<file path="src/rtl/ecam_pkg.sv">
// Shared definitions for the configuration address translator.
// Assumes a 32-bit register data path and byte-addressed registers.
package ecam_pkg;
    localparam int unsigned DATA_W  = 32;
    localparam int unsigned REG_AW  = 5;

    localparam logic [REG_AW-1:0] OFS_CAP     = 5'h00;
    localparam logic [REG_AW-1:0] OFS_CTRL    = 5'h04;
    localparam logic [REG_AW-1:0] OFS_BASE_LO = 5'h08;
    localparam logic [REG_AW-1:0] OFS_ROOT    = 5'h10;
    localparam logic [REG_AW-1:0] OFS_BUSWORD = 5'h14;

    // Outcome of the access check; anything but VERDICT_PASS is a reject.
    typedef enum logic [2:0] {
        VERDICT_PASS,
        VERDICT_OFF,
        VERDICT_RANGE,
        VERDICT_ROOTFN,
        VERDICT_LINK
    } verdict_t;
endpackage

</file>
<file path="src/rtl/ecam_regs.sv">
// Software-visible register set: presence, control (enable and last bus),
// window base, root bus, and the packed bus-number word.
// Assumes BUS_W <= 8 so that each bus number fits an 8-bit lane.
module ecam_regs
    import ecam_pkg::*;
#(
    parameter int unsigned BUS_W    = 8,
    parameter int unsigned SIZE_W   = 5,
    parameter int unsigned SIZE_LSB = 16,
    parameter int unsigned SIZE_RST = 12,
    parameter int unsigned BASE_W   = 64
) (
    input  logic              clk,
    input  logic              rst_n,
    input  logic              wr_en,
    input  logic [REG_AW-1:0] addr,
    input  logic [DATA_W-1:0] wdata,
    output logic [DATA_W-1:0] rdata,
    output logic              enable,
    output logic [BUS_W-1:0]  last_bus,
    output logic [BUS_W-1:0]  root_bus,
    output logic [BASE_W-1:0] base
);
    localparam int unsigned BASE_WORDS = BASE_W / DATA_W;
    localparam int unsigned LANE_W     = 8;

    logic              enable_q;
    logic [SIZE_W-1:0] size_q;
    logic [BUS_W-1:0]  root_q;
    logic [DATA_W-1:0] base_word [BASE_WORDS];

    // Control register: enable bit and last-bus field.
    always_ff @(posedge clk) begin
        if (!rst_n) begin
            enable_q <= 1'b0;
            size_q   <= SIZE_W'(SIZE_RST);
        end else if (wr_en && addr == OFS_CTRL) begin
            enable_q <= wdata[0];
            size_q   <= wdata[SIZE_LSB +: SIZE_W];
        end
    end

    // Root bus register.
    always_ff @(posedge clk) begin
        if (!rst_n) root_q <= '0;
        else if (wr_en && addr == OFS_ROOT) root_q <= wdata[BUS_W-1:0];
    end

    // One storage word per 32-bit slice of the window base, low slice first.
    for (genvar w = 0; w < BASE_WORDS; w++) begin : g_base
        localparam logic [REG_AW-1:0] WORD_OFS = OFS_BASE_LO + REG_AW'(4 * w);
        always_ff @(posedge clk) begin
            if (!rst_n) base_word[w] <= '0;
            else if (wr_en && addr == WORD_OFS) base_word[w] <= wdata;
        end
        assign base[w*DATA_W +: DATA_W] = base_word[w];
    end

    assign enable   = enable_q;
    assign root_bus = root_q;
    assign last_bus = {{(BUS_W-SIZE_W){1'b0}}, size_q};

    // Read multiplexer.
    always_comb begin
        rdata = '0;
        case (addr)
            OFS_CAP:  rdata[0] = 1'b1;
            OFS_CTRL: begin
                rdata[0] = enable_q;
                rdata[SIZE_LSB +: SIZE_W] = size_q;
            end
            OFS_ROOT: rdata[BUS_W-1:0] = root_q;
            OFS_BUSWORD: begin
                rdata[0        +: BUS_W] = root_q;
                rdata[LANE_W   +: BUS_W] = root_q + 1'b1;
                rdata[2*LANE_W +: BUS_W] = last_bus;
            end
            default: begin
                for (int w = 0; w < BASE_WORDS; w++)
                    if (addr == OFS_BASE_LO + REG_AW'(4 * w)) rdata = base_word[w];
            end
        endcase
    end

    assert_size_hold_R2: assert property (@(posedge clk) disable iff (!rst_n)
        !(wr_en && addr == OFS_CTRL) |=> $stable(size_q) && $stable(enable_q));
    assert_root_hold_R11: assert property (@(posedge clk) disable iff (!rst_n)
        !(wr_en && addr == OFS_ROOT) |=> $stable(root_q));
endmodule

</file>
<file path="src/rtl/ecam_filter.sv">
// Decides whether a configuration request may reach the link.
// Purely combinational; check priority is enable, range, root device, link.
module ecam_filter
    import ecam_pkg::*;
#(
    parameter int unsigned BUS_W   = 8,
    parameter int unsigned DEVFN_W = 8
) (
    input  logic               enable,
    input  logic               link_up,
    input  logic [BUS_W-1:0]   last_bus,
    input  logic [BUS_W-1:0]   root_bus,
    input  logic [BUS_W-1:0]   bus,
    input  logic [DEVFN_W-1:0] devfn,
    output verdict_t           verdict
);
    logic on_root;
    assign on_root = (bus == root_bus);

    // Ordered rejection rules.
    always_comb begin
        if (!enable)                       verdict = VERDICT_OFF;
        else if (bus > last_bus)           verdict = VERDICT_RANGE;
        else if (on_root && devfn != '0)   verdict = VERDICT_ROOTFN;
        else if (!on_root && !link_up)     verdict = VERDICT_LINK;
        else                               verdict = VERDICT_PASS;
    end
endmodule

</file>
<file path="src/rtl/ecam_issue.sv">
// Registers the outcome of a request: a translated address, or a reject
// with an all-ones local completion for reads. Assumes one request per cycle.
module ecam_issue
    import ecam_pkg::*;
#(
    parameter int unsigned BUS_W   = 8,
    parameter int unsigned DEVFN_W = 8,
    parameter int unsigned REG_W   = 12,
    parameter int unsigned BASE_W  = 64
) (
    input  logic               clk,
    input  logic               rst_n,
    input  logic               req_valid,
    input  logic               req_write,
    input  logic [BUS_W-1:0]   bus,
    input  logic [DEVFN_W-1:0] devfn,
    input  logic [REG_W-1:0]   regoff,
    input  verdict_t           verdict,
    input  logic [BASE_W-1:0]  base,
    output logic               xl_valid,
    output logic               xl_write,
    output logic [BASE_W-1:0]  xl_addr,
    output logic               xl_reject,
    output logic               rsp_valid,
    output logic [DATA_W-1:0]  rsp_data
);
    localparam int unsigned OFF_W = BUS_W + DEVFN_W + REG_W;

    logic [OFF_W-1:0]  win_off;
    logic [BASE_W-1:0] target;
    logic              pass;

    assign win_off = {bus, devfn, regoff};
    assign target  = base + BASE_W'(win_off);
    assign pass    = (verdict == VERDICT_PASS);

    // Outcome flags and completion data.
    always_ff @(posedge clk) begin
        if (!rst_n) begin
            xl_valid  <= 1'b0;
            xl_write  <= 1'b0;
            xl_reject <= 1'b0;
            rsp_valid <= 1'b0;
            rsp_data  <= '0;
        end else begin
            xl_valid  <= req_valid && pass;
            xl_write  <= req_valid && req_write;
            xl_reject <= req_valid && !pass;
            rsp_valid <= req_valid && !pass && !req_write;
            rsp_data  <= (req_valid && !pass && !req_write) ? '1 : '0;
        end
    end

    // Translated address, captured only for accepted requests.
    always_ff @(posedge clk) begin
        if (!rst_n) xl_addr <= '0;
        else if (req_valid && pass) xl_addr <= target;
    end

    assert_excl_R9: assert property (@(posedge clk) disable iff (!rst_n)
        !(xl_valid && xl_reject));
    assert_rsp_read_R8: assert property (@(posedge clk) disable iff (!rst_n)
        rsp_valid |-> $past(req_valid && !req_write) && xl_reject && !xl_write);
    assert_rsp_data_R8: assert property (@(posedge clk) disable iff (!rst_n)
        rsp_valid |-> rsp_data == '1);
    assert_addr_hold_R3: assert property (@(posedge clk) disable iff (!rst_n)
        !$past(req_valid) |-> $stable(xl_addr));
endmodule

</file>
<file path="src/rtl/cfg_ecam_xlate.sv">
// Top of the configuration access translator: register set, access check
// and registered issue stage. Requests are not back-pressured; each
// request gets its outcome exactly one cycle later.
module cfg_ecam_xlate
    import ecam_pkg::*;
#(
    parameter int unsigned BUS_W    = 8,
    parameter int unsigned DEVFN_W  = 8,
    parameter int unsigned REG_W    = 12,
    parameter int unsigned SIZE_W   = 5,
    parameter int unsigned SIZE_LSB = 16,
    parameter int unsigned SIZE_RST = 12,
    parameter int unsigned BASE_W   = 64
) (
    input  logic               clk,
    input  logic               rst_n,
    input  logic               link_up,
    input  logic               cfg_wr_en,
    input  logic [4:0]         cfg_addr,
    input  logic [31:0]        cfg_wdata,
    output logic [31:0]        cfg_rdata,
    input  logic               req_valid,
    input  logic               req_write,
    input  logic [BUS_W-1:0]   req_bus,
    input  logic [DEVFN_W-1:0] req_devfn,
    input  logic [REG_W-1:0]   req_reg,
    output logic               xl_valid,
    output logic               xl_write,
    output logic [BASE_W-1:0]  xl_addr,
    output logic               xl_reject,
    output logic               rsp_valid,
    output logic [31:0]        rsp_data
);
    logic              enable;
    logic [BUS_W-1:0]  last_bus;
    logic [BUS_W-1:0]  root_bus;
    logic [BASE_W-1:0] base;
    verdict_t          verdict;

    ecam_regs #(
        .BUS_W(BUS_W), .SIZE_W(SIZE_W), .SIZE_LSB(SIZE_LSB),
        .SIZE_RST(SIZE_RST), .BASE_W(BASE_W)
    ) u_regs (
        .clk(clk), .rst_n(rst_n), .wr_en(cfg_wr_en), .addr(cfg_addr),
        .wdata(cfg_wdata), .rdata(cfg_rdata), .enable(enable),
        .last_bus(last_bus), .root_bus(root_bus), .base(base)
    );

    ecam_filter #(.BUS_W(BUS_W), .DEVFN_W(DEVFN_W)) u_filter (
        .enable(enable), .link_up(link_up), .last_bus(last_bus),
        .root_bus(root_bus), .bus(req_bus), .devfn(req_devfn),
        .verdict(verdict)
    );

    ecam_issue #(
        .BUS_W(BUS_W), .DEVFN_W(DEVFN_W), .REG_W(REG_W), .BASE_W(BASE_W)
    ) u_issue (
        .clk(clk), .rst_n(rst_n), .req_valid(req_valid),
        .req_write(req_write), .bus(req_bus), .devfn(req_devfn),
        .regoff(req_reg), .verdict(verdict), .base(base),
        .xl_valid(xl_valid), .xl_write(xl_write), .xl_addr(xl_addr),
        .xl_reject(xl_reject), .rsp_valid(rsp_valid), .rsp_data(rsp_data)
    );

    assert_rootfn_R4: assert property (@(posedge clk) disable iff (!rst_n)
        xl_valid |-> ($past(req_bus) != $past(root_bus) || $past(req_devfn) == '0));
    assert_link_R5: assert property (@(posedge clk) disable iff (!rst_n)
        (xl_valid && $past(req_bus) != $past(root_bus)) |-> $past(link_up));
    assert_range_R6: assert property (@(posedge clk) disable iff (!rst_n)
        xl_valid |-> $past(req_bus) <= $past(last_bus));
    assert_enable_R7: assert property (@(posedge clk) disable iff (!rst_n)
        xl_valid |-> $past(enable));
    assert_outcome_R9: assert property (@(posedge clk) disable iff (!rst_n)
        $past(req_valid) |-> $onehot0({xl_valid, xl_reject}) && (xl_valid || xl_reject));
endmodule

</file>
<file path="config.mk">
export PLATFORM = sky130hd
export DESIGN_NAME = cfg_ecam_xlate
export DESIGN_NICKNAME = d
export VERILOG_FILES = /design/src/rtl/ecam_pkg.sv /design/src/rtl/ecam_regs.sv /design/src/rtl/ecam_filter.sv /design/src/rtl/ecam_issue.sv /design/src/rtl/cfg_ecam_xlate.sv
export SDC_FILE = /design/constraint.sdc
export NUM_CORES = 1
export LEC_CHECK = 0
export ABC_CLOCK_PERIOD_IN_PS = 7300
export BUFFER_PORTS_ARGS = -buffer_cell sky130_fd_sc_hd__clkbuf_2
export CORE_UTILIZATION = 55
export CTS_BUF_LIST = sky130_fd_sc_hd__clkbuf_2
export DETAILED_ROUTE_END_ITERATION = 16
export HOLD_SLACK_MARGIN = 0.03
export MAX_ROUTING_LAYER = met4
export PLACE_DENSITY_LB_ADDON = 0.05
export SLEW_MARGIN = 15
export SYNTH_ARGS = -nofsm -noshare
export SYNTH_HDL_FRONTEND = slang
export SYNTH_SLANG_ARGS = --single-unit
</file>
<file path="constraint.sdc">
create_clock -name clk -period 7.3 [get_ports clk]
set_input_delay 1.46 -clock clk [delete_from_list [all_inputs] [get_ports clk]]
set_output_delay 1.46 -clock clk [all_outputs]
set_load 0.1 [all_outputs]
</file>
==> results.yml, run 1 <==
layout:
  drive_gt1_frac: 0.2270
  area_growth_from_synthesis_to_layout_pct: 13.75
  num_antenna_cells: 0
  most_common_cell_after_layout_fill_and_taps_aside: "sky130_fd_sc_hd__clkbuf_2"
  fillerInstances: 1347
  most_used_cells_in_the_layout_excluding_fill_and_tap_cells: "sky130_fd_sc_hd__clkbuf_2, sky130_fd_sc_hd__nand2_1, sky130_fd_sc_hd__dfxtp_1"
  finish.net_count: 1225
synth:
  yosysWarningCount: 0
  synth_area_leader_cell: "sky130_fd_sc_hd__edfxtp_1"
  synth.avg_cell_area_um2: 9.012
  syn-cell-area_um2: 8751
  syn-num-nets: 1077
  synthTopCellsByArea: "sky130_fd_sc_hd__edfxtp_1, sky130_fd_sc_hd__dfxtp_1, sky130_fd_sc_hd__mux2i_1"
  synthesized_flop_and_latch_total: 146
  synth-edff-count: 64
  synth_xor_xnor_area_share: 0.06506
  syn-instance-count: 971
  combinational_family_with_the_most_area_after_synthesis: "compound AO/OA/AOI/OAI gates"
  synth_top_area_share: 0.2196
  synth_ff_type: "sky130_fd_sc_hd__dfxtp_1"
  synth_cell_type_count: 62
  multiplexer_share_of_the_synthesized_area: 0.05962
  post_synth_fa_ha_maj_area_fraction: 0.05090
  synth_simple_gate_area_frac: 0.1779
  synth.yosys.seq_area_share: 0.4072
  asyncSetResetFlopFracSynth: 0
  synth-compound-area-share: 0.1800
clock_tree:
  cts_tree: "yes"
  cts.sink_count: 146
  cts_buffers: 17
  cts-hold-fix-buffers: 0
  h-tree-depth: 4
  post_cts_resize_count: 0
  ctsRootBufferMaster: "sky130_fd_sc_hd__clkbuf_2"
  cts.repair_timing.setup_buffer_count: 0
  cts_buffer_depth: 2
  cts.clk_slew.worst_paths_ns: 0.21
  clkLatencyLatePin_ns: 0.75
critical_path:
  worst_setup_sp_type: "primary input"
  crit-reg2reg-launch: "u_regs.base_word[0][4]"
  critical_path.max_stage_delay_ns: 0.93
  critical_path.startpoint: "cfg_addr[4]"
  path_delay_family: "simple AND/OR/NAND/NOR gates"
  worst-setup-path-type: "in -> out"
  list_of_cells_traversed_by_the_critical_path: "clkbuf_2 > or4b_2 > o21ai_0 > nand2_1 > o21ai_0 > clkbuf_2"
  critical_path_required_ns: 5.84
  crit_path_top_delay_cell: "sky130_fd_sc_hd__or4b_2"
  arrival_ns: 3.52
  critical_path_buf_inv_count: 2
  end_kind: "output port"
  timing.critical_path.fanout_max: 20
global_routing:
  grt_first_pass_wirelength_mm: 39.10
  global_route.usage.total: 0.3298
  global_route.overflow_total: 0
  first_global_vias: 7070
  antenna_found_initial: 0
  maximum_number_of_pins_on_one_net_before_global_route_repair: 100
floorplan:
  floorplan.core_area_um2: 15370
  die_h_um: 128.1
  top_level_ports: 203
  initial_core_util: 0.5693
  fp.dieArea_um2: 16420
  rows: 45
  die_width_um: 128.1
placed_design:
  gp_congestion: 0.9612
  place_hpwl_mm: 19.61
  io_buffers: 202
pwr:
  total_switching_power_mw: 0.6305
  comb_pwr_share: 0.207
  share_clk_of_total_power: 0.285
  swShare: 0.3532
  power.total_mw: 1.785
  share_of_total_power_in_sequential_cells: 0.508
  leakagePower_nw: 4.167
  p_per_area_nw_per_um2: 179.3
  cell_internal_pwr_mw: 1.155
  ir_drop_uv: 137.5
routing:
  ant_nets: 0
  routed-via-count: 7876
  aggregate_routed_wire_length_mm: 25.84
  drt_drc_violations_left: 0
  route.detailed.wl_per_inst_um: 19.24
  drtIter0Drc: 707
  drt_first_pass_iters: 6
  vias_per_cell: 5.864
sta:
  slew_headroom: 0.2638
  setup_repair_after_global_routing_missed_its_margin: "no"
  max_freq_mhz: 200.8
  hold_viol_final: 0
  setup_viol_count_final: 0
  final.setup.tns_ns: 0
  clock-skew-final_ns: 0.03522
  finalWorstPathRequiredPeriod_ns: 4.981
  final-max-slew-violation-count: 0
  final.period_utilization: 0.6823
  worst_pin_slew_ns: 1.101
hold_path:
  min_from: "u_issue.xl_addr[18]"
  hold_path.class: "reg -> reg"
status:
  run_status: "finished, final reports clean"
run:
  max-cap-violations: 0
==> flip-flops by register name, indices dropped and copies added (netlist names) <==
| name | count |
|---|---|
| u_issue.xl_write | 1 |
| u_issue.xl_addr | 64 |
| u_regs.size_q | 5 |
| u_issue.xl_reject | 1 |
| u_regs.enable | 1 |
| u_issue.xl_valid | 1 |
| u_issue.rsp_data | 1 |
| u_regs.root_bus | 8 |
| u_regs.base_word | 64 |
==> layer usage <==
layer / share of wire / global-route usage / vias to the layer above
li1: - / - / 3764
met1: 0.45 / 0.4480 / 3714
met2: 0.46 / 0.5131 / 351
met3: 0.072 / 0.05175 / 47
met4: 0.022 / 0.08858 / 0
met5: 0 / - / -
==> cell usage after synthesis (all sizes together), types with 14 or more instances <==
cell    instances
o211ai         22
nand3          23
inv            20
a21oi          68
buf            41
nor2           75
mux2i          51
edfxtp         64
clkbuf         43
o21ai          88
ha             34
dfxtp          82
and3           14
xnor2          25
and2           69
xor2           40
nand2          88
==> tightest hold or removal path, stage by stage (launching register included) <==
cell and delay, ns:
sky130_fd_sc_hd__dfxtp_1 0.36, sky130_fd_sc_hd__nand2_1 0.05, sky130_fd_sc_hd__a21oi_1 0.05
==> metrics by stage <==
stage | setup slack [ns] | hold WS, ns | std cells | util | cell area [µm²]
global route | 2.252 | 0.5001 | 1343 | 0.6476 | 9955
detailed placement | 2.340 | 0.4456 | 1311 | 0.6304 | 9691
CTS | 2.336 | 0.4676 | 1343 | 0.6476 | 9955
floorplan | 1.021 | 0.4754 | 971 | - | 8751
finish | 2.319 | 0.4683 | 1343 | 0.6476 | 9955
global placement | 2.411 | 0.4455 | 1311 | 0.6304 | 9691
==> power by group through the flow <==
stage          sequential, mW  combinational (mW)  clock, mW
2_1_floorplan           0.914               0.273          0
3_3_place_gp            0.922               0.364          0
3_5_place_dp            0.922               0.365          0
4_1_cts                 0.906               0.366      0.512
5_1_grt                 0.909               0.396      0.546
6_report                0.907               0.369      0.509
==> cell type report <==
type,count,area [µm²],share of cell area
inverters,20,75.07,0.007541
well taps,211,264.0,0.02652
repair buffers,213,1094,0.1099
multi-input cells,721,4695,0.4716
flip-flops and latches,146,3563,0.3580
clock inverters,15,178.9,0.01797
clock buffers,17,85.08,0.008547
==> final timing paths <==
check / to / slack [ns] / cells after the start
min reg2reg: u_issue.xl_addr[18] / 0.47 / 2
max: cfg_rdata[17] / 2.32 / 6
min: u_issue.xl_addr[18] / 0.47 / 2
max reg2reg: u_issue.xl_addr[53] / 3.73 / 8
==> logic make-up after synthesis <==
| logic type | Yosys count |
|---|---|
| AO/OA/AOI/OAI | 257 |
| buffers and inverters | 104 |
| AND/OR/NAND/NOR | 312 |
| flip-flops | 146 |
| adder cells (fa/ha/maj) | 35 |
| XOR/XNOR | 65 |
| multiplexers | 52 |
(Power assumes the default switching activity.)
==> run 2, diff against run 1 <==
--- a/config.mk
+++ b/config.mk
@@ -5,9 +5,10 @@
 export SDC_FILE = /design/constraint.sdc
 export NUM_CORES = 1
 export LEC_CHECK = 0
-export ABC_CLOCK_PERIOD_IN_PS = 7300
+export ABC_AREA = 1
+export ABC_CLOCK_PERIOD_IN_PS = 4460
 export BUFFER_PORTS_ARGS = -buffer_cell sky130_fd_sc_hd__clkbuf_2
-export CORE_UTILIZATION = 55
+export CORE_UTILIZATION = 52
 export CTS_BUF_LIST = sky130_fd_sc_hd__clkbuf_2
 export DETAILED_ROUTE_END_ITERATION = 16
 export HOLD_SLACK_MARGIN = 0.03
==> constraint.sdc (replaced) <==
create_clock -name clk -period 4.46 [get_ports clk]
set_input_delay 0.892 -clock clk [delete_from_list [all_inputs] [get_ports clk]]
set_output_delay 0.892 -clock clk [all_outputs]
set_load 0.1 [all_outputs]
==> run 2 against run 1 <==
  * Cell count up 51%
  * Sequential cell count unchanged
  * Core utilization down 4.3 points
  * Worst setup slack worse by 1.7 ns
  * First-iteration DRC count up 63%
  * Cell area up 15%
  * Largest power group unchanged
  * Sequential share of layout area down 4.7 points
  * Count of clock-buffer cells in the layout up 1
  * Critical path depth up 2
  * Clock skew up 0.025 ns
  * Routed wire length up 40%
  * Non-clock buffer count down 1
==> results.yml, run 2 <==
synth:
  synth.yosys.seq_area_share: 0.3491
  syn-cell-area_um2: 10210
  yosysWarningCount: 0
  most_frequent_cell_after_synthesis: "sky130_fd_sc_hd__nand2_1"
  synth_ff_type: "sky130_fd_sc_hd__dfxtp_1"
  synth_cell_type_count: 37
  syn-num-nets: 1693
  synth-edff-count: 64
  synth_top_area_share: 0.1883
  synthTopCellsByArea: "sky130_fd_sc_hd__edfxtp_1, sky130_fd_sc_hd__nand2_1, sky130_fd_sc_hd__dfxtp_1"
  synth_area_leader_cell: "sky130_fd_sc_hd__edfxtp_1"
  yosys-top-cells-count: "sky130_fd_sc_hd__nand2_1, sky130_fd_sc_hd__inv_1, sky130_fd_sc_hd__nor2_1"
  synthesized_flop_and_latch_total: 146
  synth.avg_cell_area_um2: 6.433
  asyncSetResetFlopFracSynth: 0
  syn-instance-count: 1587
critical_path:
  end_kind: "output port"
  critical_path_required_ns: 3.57
  arrival_ns: 2.90
  timing.critical_path.fanout_max: 5
  r2r.worst_path.cells: 14
  worst_setup_sp_type: "flop"
  worst-setup-path-type: "reg -> out"
  regToRegSetupSlack_ns: 1.59
  crit-reg2reg-launch: "u_regs.base_word[0][0]"
  r2r-end: "u_issue.xl_addr[32]"
routing:
  drt_first_pass_iters: 8
  drt_drc_violations_left: 0
  vias_per_cell: 5.329
  route.detailed.wl_per_inst_um: 17.93
  routed-via-count: 10790
  ant_nets: 0
  aggregate_routed_wire_length_mm: 36.30
  drtIter0Drc: 1155
layout:
  area_growth_from_synthesis_to_layout_pct: 12.27
  finish.utilization: 0.6046
  post-route-cell-area_um2: 11460
  most_used_cells_in_the_layout_excluding_fill_and_tap_cells: "sky130_fd_sc_hd__nand2_1, sky130_fd_sc_hd__inv_1, sky130_fd_sc_hd__nor2_1"
  finish.net_count: 1855
  fillerInstances: 1911
  drive_gt1_frac: 0.1453
  layout.area.seq_um2: 3563
  multi_input_comb_area_um2: 5079
  most_common_cell_after_layout_fill_and_taps_aside: "sky130_fd_sc_hd__nand2_1"
clock_tree:
  cts-hold-fix-buffers: 0
  cts.clk_slew.worst_paths_ns: 0.27
  cts.repair_timing.setup_buffer_count: 0
  clkLatencyLatePin_ns: 0.81
  post_cts_resize_count: 0
  cts_tree: "yes"
  cts_buffers: 17
  cts.sink_count: 146
  ctsRootBufferMaster: "sky130_fd_sc_hd__clkbuf_2"
  cts_buffer_depth: 2
  h-tree-depth: 4
sta:
  setup_repair_after_global_routing_missed_its_margin: "no"
  timing.final.ws_setup_ns: 0.6670
  worst_pin_slew_ns: 1.182
  hold_viol_final: 0
  slew_headroom: 0.2112
  clock-skew-final_ns: 0.06042
  finalWorstPathRequiredPeriod_ns: 3.793
  final.setup.tns_ns: 0
  final.period_utilization: 0.8504
  setup_viol_count_final: 0
  max_freq_mhz: 263.6
  final-max-slew-violation-count: 0
floorplan:
  initial_core_util: 0.5385
  fp.dieArea_um2: 20200
  die_h_um: 142.1
  rows: 50
  floorplan.core_area_um2: 18960
  top_level_ports: 203
  die_width_um: 142.1
pwr:
  p_per_area_nw_per_um2: 263.6
  leakagePower_nw: 6.091
  ir_drop_uv: 191.8
hold_path:
  hold_path.class: "in -> reg"
  holdPathEnd: "u_issue.rsp_data[30]"
  min_from: "req_write"
  whs_path_depth: 2
global_routing:
  global_route.overflow_total: 0
  first_global_vias: 9564
  grt_first_pass_wirelength_mm: 54.30
  global_route.usage.total: 0.3773
  maximum_number_of_pins_on_one_net_before_global_route_repair: 65
  antenna_found_initial: 1
run:
  max-cap-violations: 0
placed_design:
  gp_congestion: 1.074
  place_hpwl_mm: 29.74
  dpl_cell_area_um2: 11200
  io_buffers: 202
  dpl_worst_slack_ns: 0.8164
status:
  run_status: "finished, final reports clean"
## run 2: changes by cell type after synthesis, sizes merged, moves of 19 or more
cell	previous run	this run
nand2	88	445
xnor2	25	6
nor2	75	229
and2	69	2
nand3	23	113
clkbuf	43	20
inv	20	299
mux2i	51	0
o21ai	88	69
## run 2: metal layers
layer  vias to the layer above  wire length, µm  track usage
li1                       5254                -            -
met1                      4897            15790       0.5118
met2                       560            15730       0.5689
met3                        75             3455      0.05249
met4                         0             1330       0.1460
met5                         -                0            -
## run 2: where the power goes
| group | leakage (nW) | switching (mW) | internal [mW] | total, mW |
|---|---|---|---|---|
| registers | 1.27 | 0.0646 | 1.44 | 1.50 |
| logic | 4.67 | 0.518 | 0.170 | 0.688 |
| clock network | 0.150 | 0.595 | 0.239 | 0.834 |
## run 2: worst max path at each step
stage / endpoint / startpoint / slack, ns / cells after the start
floorplan: cfg_rdata[21] / cfg_addr[1] / -0.03 / 6
detailed placement: cfg_rdata[20] / cfg_addr[4] / 0.82 / 7
global placement: cfg_rdata[10] / cfg_addr[1] / 0.90 / 7
finish: cfg_rdata[14] / u_regs.root_bus[1] / 0.67 / 8
global route: cfg_rdata[14] / u_regs.root_bus[1] / 0.47 / 8
CTS: cfg_rdata[14] / u_regs.root_bus[1] / 0.69 / 8
## run 2: kinds of logic (layout without fill, tap and decap cells)
kind of cell	Yosys count	in the layout	synth area share
simple gates	836	836	0.3334
flops	146	146	0.3491
compound gates	167	167	0.08984
buf+inv	369	544	0.1549
xor+xnor	34	34	0.02917
other cells	0	2	0
fa+ha+maj	35	35	0.04363
## run 2: final cells by class
| type | instances | area share |
|---|---|---|
| flip-flops and latches | 146 | 0.3109 |
| clock inverters | 14 | 0.01430 |
| inverters | 300 | 0.09825 |
| well taps | 260 | 0.02838 |
| multi-input cells | 1072 | 0.4431 |
| repair buffers | 212 | 0.09672 |
| diodes | 2 | 0.0004367 |
| clock buffers | 18 | 0.007860 |
## run 2: critical path, cell delays in order (launching register included)
cell and delay, ns:
sky130_fd_sc_hd__dfxtp_1 0.58, sky130_fd_sc_hd__ha_1 0.28, sky130_fd_sc_hd__nand3_1 0.12, sky130_fd_sc_hd__nor2_1 0.18, sky130_fd_sc_hd__inv_1 0.08, sky130_fd_sc_hd__o21ai_0 0.16
sky130_fd_sc_hd__nand3_1 0.09, sky130_fd_sc_hd__o211ai_1 0.11, sky130_fd_sc_hd__clkbuf_2 0.50
## run 2: metrics by stage
stage / hold WS [ns] / total power [mW] / instances
floorplan: 0.4748 / 1.979 / 1587
global placement: 0.4613 / 2.195 / 1990
detailed placement: 0.4634 / 2.197 / 1990
CTS: 0.2664 / 3.015 / 2022
global route: 0.2600 / 3.127 / 2024
finish: 0.2733 / 3.021 / 2024
==> run 3, diff against run 2 <==
--- a/config.mk
+++ b/config.mk
@@ -8,7 +8,7 @@
 export ABC_AREA = 1
 export ABC_CLOCK_PERIOD_IN_PS = 4460
 export BUFFER_PORTS_ARGS = -buffer_cell sky130_fd_sc_hd__clkbuf_2
-export CORE_UTILIZATION = 52
+export CORE_UTILIZATION = 29
 export CTS_BUF_LIST = sky130_fd_sc_hd__clkbuf_2
 export DETAILED_ROUTE_END_ITERATION = 16
 export HOLD_SLACK_MARGIN = 0.03
==> run 3 against run 2 <==
  * Routed wire length is 19% higher
  * Non-clock buffer count stayed put
  * Worst hold slack worse by 0.091 ns
  * Combinational power is 4.4% higher
  * Clock power is 6.1% lower
  * Fmax is 11% lower
  * Global-route usage is 13 points lower
  * Total power is 0.62% lower
  * Sequential cell count stayed put
  * Sequential share of layout area is 0.60 points lower
  * Count of clock-buffer cells in the layout is 1 lower
  * Die area is 78% higher
==> results.yml, run 3 (synthesis gave the netlist of run 2 again) <==
layout:
  finish.utilization: 0.3374
  post-route-cell-area_um2: 11690
  most_used_cells_in_the_layout_excluding_fill_and_tap_cells: "sky130_fd_sc_hd__nand2_1, sky130_fd_sc_hd__inv_1, sky130_fd_sc_hd__nor2_1"
  drive_gt1_frac: 0.1447
  finish.net_count: 1855
  most_common_cell_after_layout_fill_and_taps_aside: "sky130_fd_sc_hd__nand2_1"
  fillerInstances: 3956
  area_growth_from_synthesis_to_layout_pct: 14.46
critical_path:
  end_kind: "output port"
  worst_setup_sp_type: "primary input"
  worst-setup-path-type: "in -> out"
  arrival_ns: 3.38
  crit-reg2reg-launch: "u_regs.base_word[0][19]"
  critical_path_required_ns: 3.57
  critical_path.startpoint: "cfg_addr[4]"
  path_common_cell: "sky130_fd_sc_hd__clkbuf_2"
  critical_path_buf_inv_count: 4
  critical_path.max_stage_delay_ns: 0.85
  timing.critical_path.fanout_max: 33
  path_delay_family: "buffers and inverters"
  list_of_cells_traversed_by_the_critical_path: "clkbuf_2 > inv_1 > nand3_1 > nor2_1 > clkinv_1 > o211ai_1 > clkbuf_2"
  crit_path_top_delay_cell: "sky130_fd_sc_hd__clkinv_1"
sta:
  final.period_utilization: 0.9580
  max_freq_mhz: 234.0
  slew_headroom: 0.2759
  clock-skew-final_ns: 0.04976
  setup_repair_after_global_routing_missed_its_margin: "no"
  worst_pin_slew_ns: 1.080
  final-max-slew-violation-count: 0
  hold_viol_final: 0
  finalWorstPathRequiredPeriod_ns: 4.273
  setup_viol_count_final: 0
clock_tree:
  cts.repair_timing.setup_buffer_count: 0
  cts-hold-fix-buffers: 0
  cts.clk_slew.worst_paths_ns: 0.21
  post_cts_resize_count: 0
  cts_buffer_depth: 2
  h-tree-depth: 4
  cts_buffers: 17
  ctsRootBufferMaster: "sky130_fd_sc_hd__clkbuf_2"
  cts.sink_count: 146
  cts_tree: "yes"
  clkLatencyLatePin_ns: 0.90
floorplan:
  die_width_um: 189.6
  fp.dieArea_um2: 35960
  initial_core_util: 0.2948
  rows: 68
  die_h_um: 189.6
  floorplan.core_area_um2: 34630
  top_level_ports: 203
global_routing:
  globalRoute.busiestLayer: "met2"
  global_route.usage.total: 0.2499
  grt_first_pass_wirelength_mm: 62.45
  met1_usage: 0.3408
  groute.layer.met2.usage: 0.3804
  antenna_found_initial: 4
  first_global_vias: 9777
  gr-usage-met3: 0.03357
  global_route.overflow_total: 0
  maximum_number_of_pins_on_one_net_before_global_route_repair: 65
pwr:
  ir_drop_uv: 136.8
  p_per_area_nw_per_um2: 257.0
  leakagePower_nw: 6.073
routing:
  vias_per_cell: 4.653
  drt_first_pass_iters: 5
  drt_drc_violations_left: 0
  route.detailed.wl_per_inst_um: 19.50
  routed-via-count: 10330
  ant_nets: 0
  drtIter0Drc: 652
  aggregate_routed_wire_length_mm: 43.28
status:
  run_status: "finished, final reports clean"
hold_path:
  min_from: "req_write"
  hold_path.class: "in -> reg"
run:
  max-cap-violations: 0
placed_design:
  place_hpwl_mm: 36.12
  io_buffers: 202
  dpl_cell_area_um2: 11460
  gp_congestion: 0.9721
[run 3: changes by cell type in the layout (fill, tap and decap cells not counted), sizes merged]
cell      before  now
buf           14   10
clkinvlp       2    4
inv          308  302
clkbuf       216  219
clkinv         3    8
[run 3: cell type report]
type                    instances  area, µm²  area share
diodes                          2      5.005   0.0004283
repair buffers                212       1124     0.09616
inverters                     300       1126     0.09637
well taps                     455      569.3     0.04872
clock buffers                  17      85.08    0.007281
flip-flops and latches        146       3563      0.3050
multi-input cells            1072       5079      0.4346
clock inverters                15      133.9     0.01146
[run 3: worst reg2reg max path, stage by stage, from the launching register on]
cell and delay (ns):
sky130_fd_sc_hd__edfxtp_1 0.57, sky130_fd_sc_hd__ha_1 0.44, sky130_fd_sc_hd__nand2_1 0.14, sky130_fd_sc_hd__nor2_1 0.16, sky130_fd_sc_hd__inv_1 0.09, sky130_fd_sc_hd__o21ai_0 0.54, sky130_fd_sc_hd__inv_1 0.09, sky130_fd_sc_hd__nand3_1 0.22
sky130_fd_sc_hd__nand2_1 0.19, sky130_fd_sc_hd__nand3_1 0.11, sky130_fd_sc_hd__nand3_1 0.08, sky130_fd_sc_hd__nand2_1 0.08, sky130_fd_sc_hd__inv_1 0.04
[run 3: path summary, 6_finish.rpt]
path | cells past startpoint | end | slack, ns
min | 2 | u_issue.rsp_data[30] | 0.18
max | 7 | cfg_rdata[14] | 0.19
min reg2reg | 2 | u_issue.xl_addr[18] | 0.48
max reg2reg | 12 | u_issue.xl_addr[52] | 1.65
[run 3: routing by layer]
metal | vias up | part of all wire
li1 | 5246 | -
met1 | 4744 | 0.49
met2 | 294 | 0.44
met3 | 41 | 0.039
met4 | 0 | 0.025
met5 | - | 0
[run 3: where the power goes]
| group | total, mW | leakage, nW | internal [mW] | switching [mW] |
|---|---|---|---|---|
| logic | 0.718 | 4.68 | 0.172 | 0.546 |
| registers | 1.50 | 1.27 | 1.43 | 0.0674 |
| clock network | 0.783 | 0.127 | 0.207 | 0.576 |
| total | 3.00 | 6.07 | 1.81 | 1.19 |
[run 3: per-stage QoR]
step / power (mW) / setup WS [ns] / hold slack [ns] / TNS (ns) / instances
detailed placement: 2.243 / 0.7090 / 0.4623 / 0 / 2185
global route: 3.153 / 0.01600 / 0.1127 / 0 / 2219
CTS: 3.042 / 0.3683 / 0.1032 / 0 / 2217
global placement: 2.249 / 0.7613 / 0.4658 / 0 / 2185
finish: 3.003 / 0.1873 / 0.1820 / 0 / 2219
floorplan: 1.979 / -0.03455 / 0.4748 / -0.2419 / 1587
